**src/rtl/pt_pkg.sv**
```systemverilog
package pt_pkg;
  localparam int unsigned PT_VPN_W_DEF = 6;
  localparam int unsigned PT_PFN_W_DEF = 2;
  localparam int unsigned PT_CNT_W_DEF = 32;

  typedef enum logic [1:0] {
    ACC_NONE    = 2'd0,
    ACC_HIT     = 2'd1,
    ACC_FILL    = 2'd2,
    ACC_REPLACE = 2'd3
  } acc_kind_e;
endpackage

```
**src/rtl/pt_vpn_map.sv**
```systemverilog
module pt_vpn_map #(
  parameter int unsigned VPN_W = 6,
  parameter int unsigned PFN_W = 2
) (
  input  logic             clk,
  input  logic             rst_n,
  input  logic [VPN_W-1:0] rd_vpn,
  output logic             rd_valid,
  output logic [PFN_W-1:0] rd_pfn,
  input  logic             wr_en,
  input  logic [VPN_W-1:0] wr_vpn,
  input  logic [PFN_W-1:0] wr_pfn,
  input  logic             clr_en,
  input  logic [VPN_W-1:0] clr_vpn
);
  localparam int unsigned NPAGES = 1 << VPN_W;

  logic [NPAGES-1:0] valid_q;
  logic [PFN_W-1:0]  pfn_q [NPAGES];

  for (genvar g = 0; g < NPAGES; g++) begin : g_entry
    logic set_hit;
    logic clr_hit;
    assign set_hit = wr_en  && (wr_vpn  == VPN_W'(g));
    assign clr_hit = clr_en && (clr_vpn == VPN_W'(g));

    always_ff @(posedge clk or negedge rst_n) begin
      if (!rst_n) begin
        valid_q[g] <= 1'b0;
      end else if (set_hit) begin
        valid_q[g] <= 1'b1;
      end else if (clr_hit) begin
        valid_q[g] <= 1'b0;
      end
    end

    always_ff @(posedge clk) begin
      if (set_hit) begin
        pfn_q[g] <= wr_pfn;
      end
    end
  end

  assign rd_valid = valid_q[rd_vpn];
  assign rd_pfn   = pfn_q[rd_vpn];
endmodule

```
**src/rtl/pt_frame_lru.sv**
```systemverilog
module pt_frame_lru #(
  parameter int unsigned VPN_W = 6,
  parameter int unsigned PFN_W = 2
) (
  input  logic             clk,
  input  logic             rst_n,
  input  logic             touch_en,
  input  logic [PFN_W-1:0] touch_pfn,
  input  logic             alloc_en,
  input  logic [VPN_W-1:0] alloc_vpn,
  output logic [PFN_W-1:0] alloc_pfn,
  output logic             alloc_replace,
  output logic [VPN_W-1:0] victim_vpn
);
  localparam int unsigned NFRAMES = 1 << PFN_W;
  localparam int unsigned FILL_W  = PFN_W + 1;

  logic [PFN_W-1:0] rank_q  [NFRAMES];
  logic [VPN_W-1:0] owner_q [NFRAMES];
  logic [FILL_W-1:0] fill_q;
  logic [FILL_W-1:0] fill_d;
  logic              full;
  logic [PFN_W-1:0]  lru_pfn;
  logic [PFN_W-1:0]  touch_rank;

  assign full = (fill_q == FILL_W'(NFRAMES));

  always_comb begin
    lru_pfn = '0;
    for (int i = 0; i < NFRAMES; i++) begin
      if (rank_q[i] == PFN_W'(NFRAMES - 1)) begin
        lru_pfn = PFN_W'(i);
      end
    end
  end

  assign alloc_replace = full;
  assign alloc_pfn     = full ? lru_pfn : fill_q[PFN_W-1:0];
  assign victim_vpn    = owner_q[lru_pfn];
  assign touch_rank    = rank_q[touch_pfn];

  always_comb begin
    fill_d = fill_q;
    if (alloc_en && !full) begin
      fill_d = fill_q + FILL_W'(1);
    end
  end

  always_ff @(posedge clk or negedge rst_n) begin
    if (!rst_n) begin
      fill_q <= '0;
    end else if (alloc_en) begin
      fill_q <= fill_d;
    end
  end

  for (genvar g = 0; g < NFRAMES; g++) begin : g_frame
    logic [PFN_W-1:0] rank_d;
    always_comb begin
      rank_d = rank_q[g];
      if (touch_pfn == PFN_W'(g)) begin
        rank_d = '0;
      end else if (rank_q[g] < touch_rank) begin
        rank_d = rank_q[g] + PFN_W'(1);
      end
    end

    always_ff @(posedge clk or negedge rst_n) begin
      if (!rst_n) begin
        rank_q[g] <= PFN_W'(g);
      end else if (touch_en) begin
        rank_q[g] <= rank_d;
      end
    end

    always_ff @(posedge clk) begin
      if (alloc_en && (alloc_pfn == PFN_W'(g))) begin
        owner_q[g] <= alloc_vpn;
      end
    end
  end
endmodule

```
**src/rtl/pt_counters.sv**
```systemverilog
module pt_counters #(
  parameter int unsigned CNT_W = 32
) (
  input  logic             clk,
  input  logic             rst_n,
  input  logic             ref_en,
  input  logic             fault_en,
  output logic [CNT_W-1:0] refs,
  output logic [CNT_W-1:0] faults,
  output logic [CNT_W-1:0] disk
);
  logic [CNT_W-1:0] refs_d, faults_d, disk_d;

  always_comb begin
    refs_d   = refs + CNT_W'(1);
    faults_d = faults + CNT_W'(1);
    disk_d   = disk + CNT_W'(1);
  end

  always_ff @(posedge clk or negedge rst_n) begin
    if (!rst_n) begin
      refs <= '0;
    end else if (ref_en) begin
      refs <= refs_d;
    end
  end

  always_ff @(posedge clk or negedge rst_n) begin
    if (!rst_n) begin
      faults <= '0;
      disk   <= '0;
    end else if (fault_en) begin
      faults <= faults_d;
      disk   <= disk_d;
    end
  end
endmodule

```
**src/rtl/page_table_lru.sv**
```systemverilog
module page_table_lru
  import pt_pkg::*;
#(
  parameter int unsigned VPN_W = PT_VPN_W_DEF,
  parameter int unsigned PFN_W = PT_PFN_W_DEF,
  parameter int unsigned CNT_W = PT_CNT_W_DEF
) (
  input  logic             clk,
  input  logic             rst_n,
  input  logic             req_valid,
  input  logic [VPN_W-1:0] req_vpn,
  output logic             resp_valid,
  output logic             resp_hit,
  output logic [PFN_W-1:0] resp_pfn,
  output logic             evict_valid,
  output logic [VPN_W-1:0] evict_vpn,
  output logic [PFN_W-1:0] evict_pfn,
  output logic [CNT_W-1:0] cnt_pt_refs,
  output logic [CNT_W-1:0] cnt_faults,
  output logic [CNT_W-1:0] cnt_disk
);
  logic             map_valid;
  logic [PFN_W-1:0] map_pfn;
  logic [PFN_W-1:0] alloc_pfn;
  logic             alloc_replace;
  logic [VPN_W-1:0] victim_vpn;
  logic             fault;
  logic [PFN_W-1:0] use_pfn;
  acc_kind_e        kind;

  logic             resp_valid_d, resp_hit_d, evict_valid_d;
  logic [PFN_W-1:0] resp_pfn_d;
  logic [VPN_W-1:0] evict_vpn_d;

  always_comb begin
    kind = ACC_NONE;
    if (req_valid) begin
      if (map_valid)          kind = ACC_HIT;
      else if (alloc_replace) kind = ACC_REPLACE;
      else                    kind = ACC_FILL;
    end
  end

  assign fault   = (kind == ACC_FILL) || (kind == ACC_REPLACE);
  assign use_pfn = (kind == ACC_HIT) ? map_pfn : alloc_pfn;

  pt_vpn_map #(.VPN_W(VPN_W), .PFN_W(PFN_W)) map_i (
    .clk(clk), .rst_n(rst_n),
    .rd_vpn(req_vpn), .rd_valid(map_valid), .rd_pfn(map_pfn),
    .wr_en(fault), .wr_vpn(req_vpn), .wr_pfn(alloc_pfn),
    .clr_en(kind == ACC_REPLACE), .clr_vpn(victim_vpn)
  );

  pt_frame_lru #(.VPN_W(VPN_W), .PFN_W(PFN_W)) lru_i (
    .clk(clk), .rst_n(rst_n),
    .touch_en(req_valid), .touch_pfn(use_pfn),
    .alloc_en(fault), .alloc_vpn(req_vpn),
    .alloc_pfn(alloc_pfn), .alloc_replace(alloc_replace),
    .victim_vpn(victim_vpn)
  );

  pt_counters #(.CNT_W(CNT_W)) cnt_i (
    .clk(clk), .rst_n(rst_n),
    .ref_en(req_valid), .fault_en(fault),
    .refs(cnt_pt_refs), .faults(cnt_faults), .disk(cnt_disk)
  );

  always_comb begin
    resp_valid_d  = req_valid;
    resp_hit_d    = (kind == ACC_HIT);
    resp_pfn_d    = use_pfn;
    evict_valid_d = (kind == ACC_REPLACE);
    evict_vpn_d   = victim_vpn;
  end

  always_ff @(posedge clk or negedge rst_n) begin
    if (!rst_n) begin
      resp_valid  <= 1'b0;
      resp_hit    <= 1'b0;
      resp_pfn    <= '0;
      evict_valid <= 1'b0;
      evict_vpn   <= '0;
      evict_pfn   <= '0;
    end else begin
      resp_valid  <= resp_valid_d;
      evict_valid <= evict_valid_d;
      if (req_valid) begin
        resp_hit  <= resp_hit_d;
        resp_pfn  <= resp_pfn_d;
        evict_vpn <= evict_vpn_d;
        evict_pfn <= resp_pfn_d;
      end
    end
  end
endmodule

```
**config.mk**
```make
export PLATFORM = sky130hd
export DESIGN_NAME = page_table_lru
export DESIGN_NICKNAME = d
export VERILOG_FILES = /design/src/rtl/pt_pkg.sv /design/src/rtl/pt_vpn_map.sv /design/src/rtl/pt_frame_lru.sv /design/src/rtl/pt_counters.sv /design/src/rtl/page_table_lru.sv
export SDC_FILE = /design/constraint.sdc
export NUM_CORES = 1
export LEC_CHECK = 0
export BUFFER_PORTS_ARGS = -buffer_cell sky130_fd_sc_hd__buf_2
export CORE_MARGIN = 4
export CORE_UTILIZATION = 51
export DETAILED_ROUTE_END_ITERATION = 10
export GPL_TIMING_DRIVEN = 0
export PLACE_DENSITY_LB_ADDON = 0.1
export SYNTH_ARGS = -nofsm -noshare
export SYNTH_HDL_FRONTEND = slang
export SYNTH_SLANG_ARGS = --single-unit
```
**constraint.sdc**
```tcl
create_clock -name clk -period 4.4 [get_ports clk]
set_clock_uncertainty 0.15 [all_clocks]
set_input_delay 0.44 -clock clk [delete_from_list [all_inputs] [get_ports clk]]
set_output_delay 0.44 -clock clk [all_outputs]
set_load 0.01 [all_outputs]
```
==> impl_metrics.env, run 1 <==
export IMPL_max_freq_mhz=243
export IMPL_io_buffers=117
export IMPL_area_growth_syn_to_layout_pct=16.4
export IMPL_hold_start="req_vpn[3]"
export IMPL_postLayoutCoreUtil=0.606
export IMPL_cp_start_kind="input pin"
export IMPL_yosys_warnings=0
export IMPL_peakVddDrop_mv=0.353
export IMPL_dieHeight_um=177
export IMPL_synthAdderAreaFrac=0.00687
export IMPL_drive_above_1_share=0.194
export IMPL_syn_avg_cell_area_um2=12.6
export IMPL_start_util=0.520
export IMPL_yosysTopAreaCell="edfxtp_1"
export IMPL_synth_xor_xnor_area_share=0.0565
export IMPL_synth_edf_count=152
export IMPL_wl_per_cell_um=20.6
export IMPL_num_rows=61
export IMPL_hpwl_um=24500
export IMPL_fin_crit_ns=4.11
export IMPL_cts_tree="yes"
export IMPL_hold_path_end="lru_i.owner_q[3][3]$_DFFE_PP_"
export IMPL_cts_repair_timing_setup_buffer_count=0
export IMPL_worstSetupEndpointType="flip-flop"
export IMPL_vias=10017
export IMPL_drt_vias_per_instance=5.81
export IMPL_num_antenna_cells=0
export IMPL_rr_startpoint="map_i.valid_q[51]$_DFFE_PN0P_"
export IMPL_numCtsBuffers=37
export IMPL_routed_wl_um=35500
export IMPL_synth_cells=1158
export IMPL_grt_usage=0.229
export IMPL_worstRegToRegCells=12
export IMPL_place_congestion=0.909
export IMPL_fill_cells=2300
export IMPL_power_uw=8890
export IMPL_slew_headroom=0.436
export IMPL_overflow=0
export IMPL_rrSetupSlack_ns=0.38
export IMPL_ys_top_cells_by_area="edfxtp_1, dfrtp_1, mux4_2"
export IMPL_worst_pin_slew_ns=0.846
export IMPL_cts_max_path_buffers=3
export IMPL_synth_area_um2=14600
export IMPL_die_x_um=177
export IMPL_synth_mux_area_fraction=0.0870
export IMPL_ios=118
export IMPL_worst_hold_slack_ns=0.0325
export IMPL_synthSimpleGateAreaFrac=0.111
export IMPL_cts_root_buf="clkbuf_16"
export IMPL_clk_pin_slew_worst_paths_ns=0.06
export IMPL_first_global_vias=9833
export IMPL_dieArea_um2=31300
export IMPL_ys_ff_latch=334
export IMPL_antenna_found_initial=0
export IMPL_drv_slew=0
export IMPL_finalCritPeriodShare=0.934
export IMPL_synth_top_area_share=0.313
export IMPL_p_leak_uw=0.00683
export IMPL_min_path_type="in -> reg"
export IMPL_dr_first_iter_drc_count=845
export IMPL_hold_viol=0
export IMPL_synth_top_family_by_area="simple AND/OR/NAND/NOR gates"
export IMPL_rsz0062_at_grt="no"
export IMPL_drc=0
export IMPL_status="complete, no violations"
export IMPL_p_per_area_nw_per_um2=524
export IMPL_synth_cell_type_count=52
export IMPL_synth_compound_area_frac=0.0862
export IMPL_arrival_ns=4.32
export IMPL_synth_fp_nets=1175
export IMPL_h_tree_depth=2
export IMPL_hold_depth=1
export IMPL_grt_first_pass_wirelength_um=56200
export IMPL_ys_async_sr_fraction=0.545
export IMPL_drt_pre_antenna_iters=6
export IMPL_clock_sinks=334
export IMPL_worstPathMaxFanout=10
export IMPL_yosysSeqAreaShare=0.626
export IMPL_fin_nets=1336
export IMPL_synth_commonest_cells="dfrtp_1, edfxtp_1, o21ai_0, nor2_1, nand2_1"
export IMPL_core_area_um2=28000
export IMPL_critical_path_class="in -> reg"
export IMPL_ant_nets=0
export IMPL_setup_violations=0
export IMPL_clkLatencyLatePin_ns=0.52
export IMPL_worstPathRequired_ns=4.62
export IMPL_synth_most_common_cell="dfrtp_1"
export IMPL_r2r_end="map_i.valid_q[2]$_DFFE_PN0P_"
export IMPL_ys_dominant_reg_cell="dfrtp_1"
export IMPL_maxCapViolations=0
export IMPL_grt_max_degree=112
==> how the worst max path moves through the flow <==
stage                                    endpoint  startpoint
floorplan             lru_i.rank_q[5]$_DFFE_PN0P_  req_vpn[3]
global placement    lru_i.owner_q[1][3]$_DFFE_PP_  req_vpn[4]
detailed placement  lru_i.owner_q[2][3]$_DFFE_PP_  req_vpn[4]
CTS                 lru_i.owner_q[1][0]$_DFFE_PP_  req_vpn[4]
global route          lru_i.rank_q[3]$_DFFE_PN1P_  req_vpn[0]
finish               map_i.valid_q[2]$_DFFE_PN0P_  req_vpn[4]
==> stage by stage <==
stage	setup TNS [ns]	area (µm²)	setup slack [ns]	instances
4_1_cts	0	16900	0.0649	1725
3_5_place_dp	-28.27	15700	-0.470	1656
6_report	0	17000	0.291	1725
2_1_floorplan	0	14600	0.841	1158
3_3_place_gp	-59.31	15600	-0.435	1653
5_1_grt	0	17000	0.104	1725
==> layout by cell type, fill, tap and decap left out, types with 13 or more instances in the layout <==
cell	n
a21oi_1	27
and3_1	16
buf_2	123
clkbuf_1	43
clkbuf_16	39
dfrtp_1	178
edfxtp_1	152
inv_1	25
mux2i_1	23
mux4_2	42
nand2_1	86
nand3_1	59
nand4_1	20
nor2_1	124
nor2b_1	13
o21ai_0	136
xnor2_1	69
xor2_1	25
==> cell families (layout without fill, tap and decap cells) <==
kind of cell,after synthesis,in the layout
muxes,73,73
buffers and inverters,80,269
xor gates and xnor gates,94,94
DFF,334,334
and+or+nand+nor,353,353
AOI/OAI and AO/OA,216,216
adders and majority gates,8,8
==> worst max-delay path, stage by stage <==
cell,delay (ns)
buf_2,0.14
clkbuf_1,0.45
clkbuf_2,0.36
nor2_1,0.10
a22oi_1,0.30
a31oi_1,0.12
or3_1,0.36
o21ai_0,0.09
and2_1,0.30
nor2b_1,0.17
clkbuf_1,0.36
nand3_1,0.39
clkbuf_1,0.39
o21ai_0,0.25
o21ai_0,0.10
==> final cells by class <==
| cell class | count | area, µm² | share of cell area |
|---|---|---|---|
| flip-flops and latches | 334 | 9120 | 0.538 |
| multi-input cells | 744 | 5080 | 0.299 |
| clock buffers | 57 | 1090 | 0.0645 |
| repair buffers | 122 | 698 | 0.0412 |
| well taps | 378 | 473 | 0.0279 |
| plain buffers | 53 | 287 | 0.0169 |
| clock inverters | 10 | 105 | 0.00620 |
| inverters | 27 | 101 | 0.00598 |
==> registers in the layout (all words and copies together) (netlist names), 3 cells and up <==
register	cells
lru_i.fill_q	3
lru_i.rank_q	8
map_i.valid_q	64
evict_vpn	6
cnt_i.refs	32
cnt_i.disk	32
cnt_i.faults	32
map_i.pfn_q	128
lru_i.owner_q	24
==> layer usage <==
layer  up-vias  routed length [µm]  global-route usage
li1       4524                   -                   -
met1      5052               15300               0.334
met2       367               16400               0.359
met3        74                2790              0.0404
met4         0                 956              0.0667
met5         -                   0                   0
==> where the power goes <==
part	total (µW)	internal, µW	switching [µW]
registers	4090	3840	252
clock network	3020	1830	1190
logic	1770	654	1120
total	8890	6330	2560
==> timing repair <==
action	in CTS	in global routing
hold buffers	2	0
endpoints found under the hold margin	70	0
gates resized for setup	0	11
endpoints found under the setup margin	0	43
Power figures use the tool's default switching activity.
==> run 2, diff against run 1 <==
--- a/config.mk
+++ b/config.mk
@@ -11,6 +11,7 @@
 export DETAILED_ROUTE_END_ITERATION = 10
 export GPL_TIMING_DRIVEN = 0
 export PLACE_DENSITY_LB_ADDON = 0.1
+export SETUP_SLACK_MARGIN = 0.5
 export SYNTH_ARGS = -nofsm -noshare
 export SYNTH_HDL_FRONTEND = slang
 export SYNTH_SLANG_ARGS = --single-unit
==> run 2 against run 1 <==
Critical path depth is 2 lower. Fmax is 10% higher. Setup slack better by 0.39 ns. Power is 0.67% higher. Global-route usage hardly changed. Routed wire length hardly changed. Final cell count is 0.23% higher. Clock power hardly changed. Worst hold slack better by 0.0013 ns. Sequential share of layout area is 0.37 points lower.
==> impl_metrics.env, run 2 (same netlist as run 1, synthesis figures left out) <==
export IMPL_maxCapViolations=0
export IMPL_wl_per_cell_um=20.5
export IMPL_worstRegToRegCells=10
export IMPL_grt_usage=0.229
export IMPL_fin_crit_ns=3.72
export IMPL_dieHeight_um=177
export IMPL_largestRegisters="map_i.pfn_q: 128 flops, map_i.valid_q: 64 flops"
export IMPL_drt_pre_antenna_iters=5
export IMPL_slew_headroom=0.480
export IMPL_min_path_type="in -> reg"
export IMPL_hold_path_end="lru_i.owner_q[3][3]$_DFFE_PP_"
export IMPL_p_per_area_nw_per_um2=524
export IMPL_io_buffers=117
export IMPL_overflow=0
export IMPL_fin_cells=1729
export IMPL_ff_latch_area_um2=9120
export IMPL_worstSetupEndpointType="flip-flop"
export IMPL_ant_nets=0
export IMPL_multi_input_area_um2=5140
export IMPL_drive_above_1_share=0.205
export IMPL_max_freq_mhz=269
export IMPL_p_clk_frac=0.338
export IMPL_mostFrequentLayoutCells="dfrtp_1, edfxtp_1, o21ai_0"
export IMPL_worst_pin_slew_ns=0.770
export IMPL_cts_max_path_buffers=3
export IMPL_p_switching_uw=2590
export IMPL_p_leak_uw=0.00688
export IMPL_clk_pin_slew_worst_paths_ns=0.06
export IMPL_vias=10063
export IMPL_path_delay_family="compound AO/OA/AOI/OAI gates"
export IMPL_pwr_share_seq=0.458
export IMPL_num_rows=61
export IMPL_placed_cells=1656
export IMPL_routed_wl_um=35500
export IMPL_worst_path_most_repeated_cell="buf_6"
export IMPL_cp_start_kind="input pin"
export IMPL_arrival_ns=3.99
export IMPL_cts_root_buf="clkbuf_16"
export IMPL_clock_sinks=334
export IMPL_grt_first_pass_wirelength_um=56200
export IMPL_final_common_cell="dfrtp_1"
export IMPL_combPwrFrac=0.204
export IMPL_rr_startpoint="map_i.valid_q[51]$_DFFE_PN0P_"
export IMPL_r2r_end="map_i.pfn_q[33][1]$_DFFE_PP_"
export IMPL_place_congestion=0.909
export IMPL_die_x_um=177
export IMPL_hold_depth=1
export IMPL_cts_tree="yes"
export IMPL_drv_slew=0
export IMPL_area_growth_syn_to_layout_pct=17.2
export IMPL_critical_path_buf_inv_count=5
export IMPL_slowest_stage="mux4_2"
export IMPL_drc=0
export IMPL_hold_viol=0
export IMPL_dieArea_um2=31300
export IMPL_worstPathRequired_ns=4.67
export IMPL_clkLatencyLatePin_ns=0.52
export IMPL_status="complete, no violations"
export IMPL_hpwl_um=24500
export IMPL_first_global_vias=9833
export IMPL_drt_vias_per_instance=5.82
export IMPL_crit_chain="buf_2, buf_6, buf_6, buf_6, clkbuf_4, mux4_2, a22oi_1, a21oi_1, nor3_2, mux2i_4, a311oi_1, o21ai_0, a221oi_2"
export IMPL_fin_tns_setup_ns=0
export IMPL_numCtsBuffers=37
export IMPL_h_tree_depth=2
export IMPL_fill_cells=2286
export IMPL_antenna_found_initial=0
export IMPL_largest_reg_flops=128
export IMPL_start_util=0.520
export IMPL_dr_first_iter_drc_count=862
export IMPL_peakVddDrop_mv=0.353
export IMPL_rrSetupSlack_ns=0.69
export IMPL_critical_path_class="in -> reg"
export IMPL_rsz0062_at_grt="no"
export IMPL_finalCritPeriodShare=0.845
export IMPL_p_sw_frac=0.289
export IMPL_fin_nets=1340
export IMPL_setup_violations=0
export IMPL_ios=118
export IMPL_worstPathMaxFanout=10
export IMPL_largest_register="map_i.pfn_q"
export IMPL_num_antenna_cells=0
export IMPL_grt_max_degree=112
export IMPL_core_area_um2=28000
export IMPL_critical_path_max_stage_delay_ns=0.54
export IMPL_hold_start="req_vpn[3]"
export IMPL_intPower_uw=6360
[run 2: cell count changes in the layout (fill, tap and decap cells not counted), moves of 3 or more]
cell / change
clkbuf_1: -7
clkbuf_2: +6
buf_6: +3
clkbuf_4: +3
[run 2: power by group through the flow]
stage | Combinational (µW) | Clock (µW) | Sequential, µW
after floorplan | 1040 | 0 | 4150
after global placement | 1630 | 0 | 4170
after detailed placement | 1750 | 0 | 4150
after CTS | 1780 | 3080 | 4090
after global routing | 2020 | 3230 | 4140
final | 1830 | 3020 | 4100
[run 2: how the worst max path moves through the flow]
stage          cells past startpoint  slack, ns                            end                           from
2_1_floorplan                     11       0.84    lru_i.rank_q[5]$_DFFE_PN0P_                     req_vpn[3]
3_3_place_gp                      13      -0.44  lru_i.owner_q[1][3]$_DFFE_PP_                     req_vpn[4]
3_5_place_dp                      13      -0.47  lru_i.owner_q[2][3]$_DFFE_PP_                     req_vpn[4]
4_1_cts                           10       0.52  lru_i.owner_q[1][0]$_DFFE_PP_  map_i.valid_q[59]$_DFFE_PN0P_
5_1_grt                           12       0.50  map_i.valid_q[33]$_DFFE_PN0P_  map_i.valid_q[59]$_DFFE_PN0P_
6_report                          13       0.68    lru_i.rank_q[5]$_DFFE_PN0P_                     req_vpn[0]
[run 2: through the flow]
stage | cell area, µm² | hold WS, ns | total power (µW) | worst slack, ns | utilization
final | 17100 | 0.0338 | 8950 | 0.680 | 0.610
after global routing | 17100 | 0.0214 | 9390 | 0.495 | 0.610
after CTS | 17000 | 0.0118 | 8960 | 0.522 | 0.606
after detailed placement | 15700 | 0.296 | 5900 | -0.470 | 0.561
after global placement | 15600 | 0.301 | 5790 | -0.435 | 0.558
after floorplan | 14600 | -0.00559 | 5190 | 0.841 | -
[run 2: layout make-up]
class	count	area share
timing repair buffer	126	0.0426
tap	378	0.0277
buffer	53	0.0184
sequential	334	0.534
clock inverter	10	0.00615
inverter	27	0.00593
clock buffer	57	0.0640
multi-input combinational	744	0.301
[run 2: what timing repair did]
| item | 4_1_cts | 5_1_grt |
|---|---|---|
| pin swaps | 0 | 1 |
| resized for setup | 11 | 28 |
| gates cloned | 0 | 0 |
| setup endpoints to repair | 127 | 89 |
| setup buffers | 0 | 4 |
| endpoints found under the hold margin | 70 | 0 |
| hold buffers | 2 | 0 |
[run 2: metal layers]
metal,up-vias,share of wire,GRT usage
met1,5094,0.44,0.333
li1,4547,-,-
met5,-,0,0
met2,354,0.46,0.360
met3,68,0.075,0.0399
met4,0,0.026,0.0661
==> run 3, diff against run 2 <==
==> constraint.sdc (replaced) <==
create_clock -name clk -period 3.7 [get_ports clk]
set_clock_uncertainty 0.15 [all_clocks]
set_input_delay 0.37 -clock clk [delete_from_list [all_inputs] [get_ports clk]]
set_output_delay 0.37 -clock clk [all_outputs]
set_load 0.01 [all_outputs]
==> run 3 against run 2 <==
Clock power up 19%. Die area unchanged. Sequential power is 19% higher. Non-clock buffer count grew 9. Global-route usage is 0.32 points higher. Sequential cell count unchanged. Setup slack worse by 0.48 ns. Cell area increased by 2.0%. Largest cell class unchanged. Largest power group unchanged. Highest routed layer unchanged.
==> impl_metrics.env, run 3 (same netlist as run 1, synthesis figures left out) <==
export IMPL_worst_pin_slew_ns=0.669
export IMPL_fill_cells=2220
export IMPL_r2r_end="lru_i.rank_q[5]$_DFFE_PN0P_"
export IMPL_arrival_ns=3.77
export IMPL_grt_first_pass_wirelength_um=56900
export IMPL_fin_crit_ns=3.50
export IMPL_status="complete, no violations"
export IMPL_wl_per_cell_um=20.6
export IMPL_ios=118
export IMPL_rsz0062_at_grt="yes"
export IMPL_startpoint="map_i.valid_q[59]$_DFFE_PN0P_"
export IMPL_setup_violations=0
export IMPL_largest_register="map_i.pfn_q"
export IMPL_peakVddDrop_mv=0.449
export IMPL_h_tree_depth=2
export IMPL_routed_wl_um=35700
export IMPL_area_growth_syn_to_layout_pct=19.5
export IMPL_grt_usage=0.232
export IMPL_hold_start="req_vpn[5]"
export IMPL_place_ws_ns=-0.926
export IMPL_fin_tns_setup_ns=0
export IMPL_num_rows=61
export IMPL_num_antenna_cells=0
export IMPL_largest_reg_flops=128
export IMPL_dieArea_um2=31300
export IMPL_first_global_vias=10125
export IMPL_clkLatencyLatePin_ns=0.52
export IMPL_drc=0
export IMPL_worst_hold_slack_ns=0.115
export IMPL_antenna_found_initial=0
export IMPL_io_buffers=117
export IMPL_drt_pre_antenna_iters=5
export IMPL_slew_headroom=0.548
export IMPL_grt_max_degree=105
export IMPL_global_route_peak_usage_layer="met2"
export IMPL_mostFrequentLayoutCells="dfrtp_1, edfxtp_1, o21ai_0"
export IMPL_overflow=0
export IMPL_cts_max_path_buffers=3
export IMPL_cp_start_kind="flip-flop"
export IMPL_worstPathMaxFanout=5
export IMPL_fin_nets=1348
export IMPL_rrSetupSlack_ns=0.20
export IMPL_cts_tree="yes"
export IMPL_numCtsBuffers=36
export IMPL_cp_endpoint="lru_i.rank_q[5]$_DFFE_PN0P_"
export IMPL_hpwl_um=24200
export IMPL_cts_root_buf="clkbuf_16"
export IMPL_clock_sinks=334
export IMPL_die_x_um=177
export IMPL_drive_above_1_share=0.236
export IMPL_max_freq_mhz=286
export IMPL_p_leak_uw=0.00703
export IMPL_drv_slew=0
export IMPL_maxCapViolations=0
export IMPL_worstPathRequired_ns=3.97
export IMPL_p_per_area_nw_per_um2=617
export IMPL_finalCritPeriodShare=0.945
export IMPL_min_path_type="in -> reg"
export IMPL_hold_viol=0
export IMPL_gr_usage_met3=0.0414
export IMPL_core_area_um2=28000
export IMPL_place_congestion=0.915
export IMPL_largestRegisters="map_i.pfn_q: 128 flops, map_i.valid_q: 64 flops"
export IMPL_setup_slack_ns=0.202
export IMPL_gr_usage_met2=0.373
export IMPL_worstRegToRegCells=10
export IMPL_critical_path_class="reg -> reg"
export IMPL_vias=9936
export IMPL_dieHeight_um=177
export IMPL_drt_vias_per_instance=5.72
export IMPL_worstSetupEndpointType="flip-flop"
export IMPL_rr_startpoint="map_i.valid_q[59]$_DFFE_PN0P_"
export IMPL_final_common_cell="dfrtp_1"
export IMPL_start_util=0.520
export IMPL_grtUsageMet1=0.328
export IMPL_ant_nets=0
export IMPL_dr_first_iter_drc_count=691
export IMPL_clk_pin_slew_worst_paths_ns=0.06
==> run 3: cell count changes in the layout (fill, tap and decap cells not counted), moves of 4 or more <==
| cell | delta |
|---|---|
| clkbuf_1 | -15 |
| clkbuf_8 | +7 |
| nor2_1 | -7 |
| buf_4 | +6 |
| a21oi_1 | -5 |
| a21oi_2 | +5 |
| dlygate4sd3_1 | +5 |
| clkbuf_2 | -4 |
| nor2_4 | +4 |
| o21ai_0 | -4 |
==> run 3: layer usage <==
layer	wire length, µm	vias to the layer above
met1	15500	4938
li1	-	4571
met3	2340	71
met4	955	0
met2	16900	356
met5	0	-
==> run 3: timing repair <==
action                                  in CTS  in global routing
gates resized for setup                     72                 21
cloned                                       1                  0
endpoints found under the setup margin     280                240
hold endpoints to repair                    97                  0
hold buffers                                 7                  0
setup buffers                                6                  1
pin swaps                                    5                  3
==> run 3: layout make-up <==
type                    instances  area (µm²)  area share
flip-flops and latches        334        9120       0.524
multi-input cells             744        5310       0.305
clock buffers                  51        1060      0.0609
repair buffers                135         802      0.0461
well taps                     378         473      0.0272
plain buffers                  53         417      0.0239
clock inverters                15         131     0.00754
inverters                      27         101     0.00582
==> run 3: through the flow <==
stage,instances,area (µm²),total power (µW),util
6_report,1737,17400,10800,0.622
5_1_grt,1737,17400,11300,0.622
4_1_cts,1736,17400,10800,0.620
3_5_place_dp,1656,15800,7060,0.564
3_3_place_gp,1653,15700,6940,0.561
2_1_floorplan,1158,14600,6230,-
==> run 3: critical path, cell delays in order (launching register included) <==
cell and delay (ns):
dfrtp_1 0.38, mux4_2 0.51, a22oi_2 0.23, a31oi_1 0.11
or3_4 0.36, o211ai_4 0.15, mux2i_4 0.36, mux4_2 0.60
buf_6 0.16, a31o_1 0.17, a221oi_2 0.20
==> run 3: how the worst min path moves through the flow <==
stage / endpoint / slack (ns) / cells after the start
after floorplan: cnt_i.disk[0]$_DFFE_PN0P_ / -0.08 / 0
after global placement: cnt_i.refs[31]$_DFFE_PN0P_ / 0.30 / 1
after detailed placement: cnt_i.refs[8]$_DFFE_PN0P_ / 0.23 / 1
after CTS: lru_i.owner_q[3][5]$_DFFE_PP_ / 0.1 / 1
after global routing: lru_i.owner_q[2][5]$_DFFE_PP_ / 0.1 / 1
final: lru_i.owner_q[3][5]$_DFFE_PP_ / 0.11 / 1
==> run 3: where the power goes <==
part           total [µW]  leakage (µW)  switching (µW)  internal, µW
Clock                3590      0.000581            1450          2140
Sequential           4880       0.00376             311          4570
Combinational        2280       0.00269            1410           870
Total               10800       0.00703            3170          7580
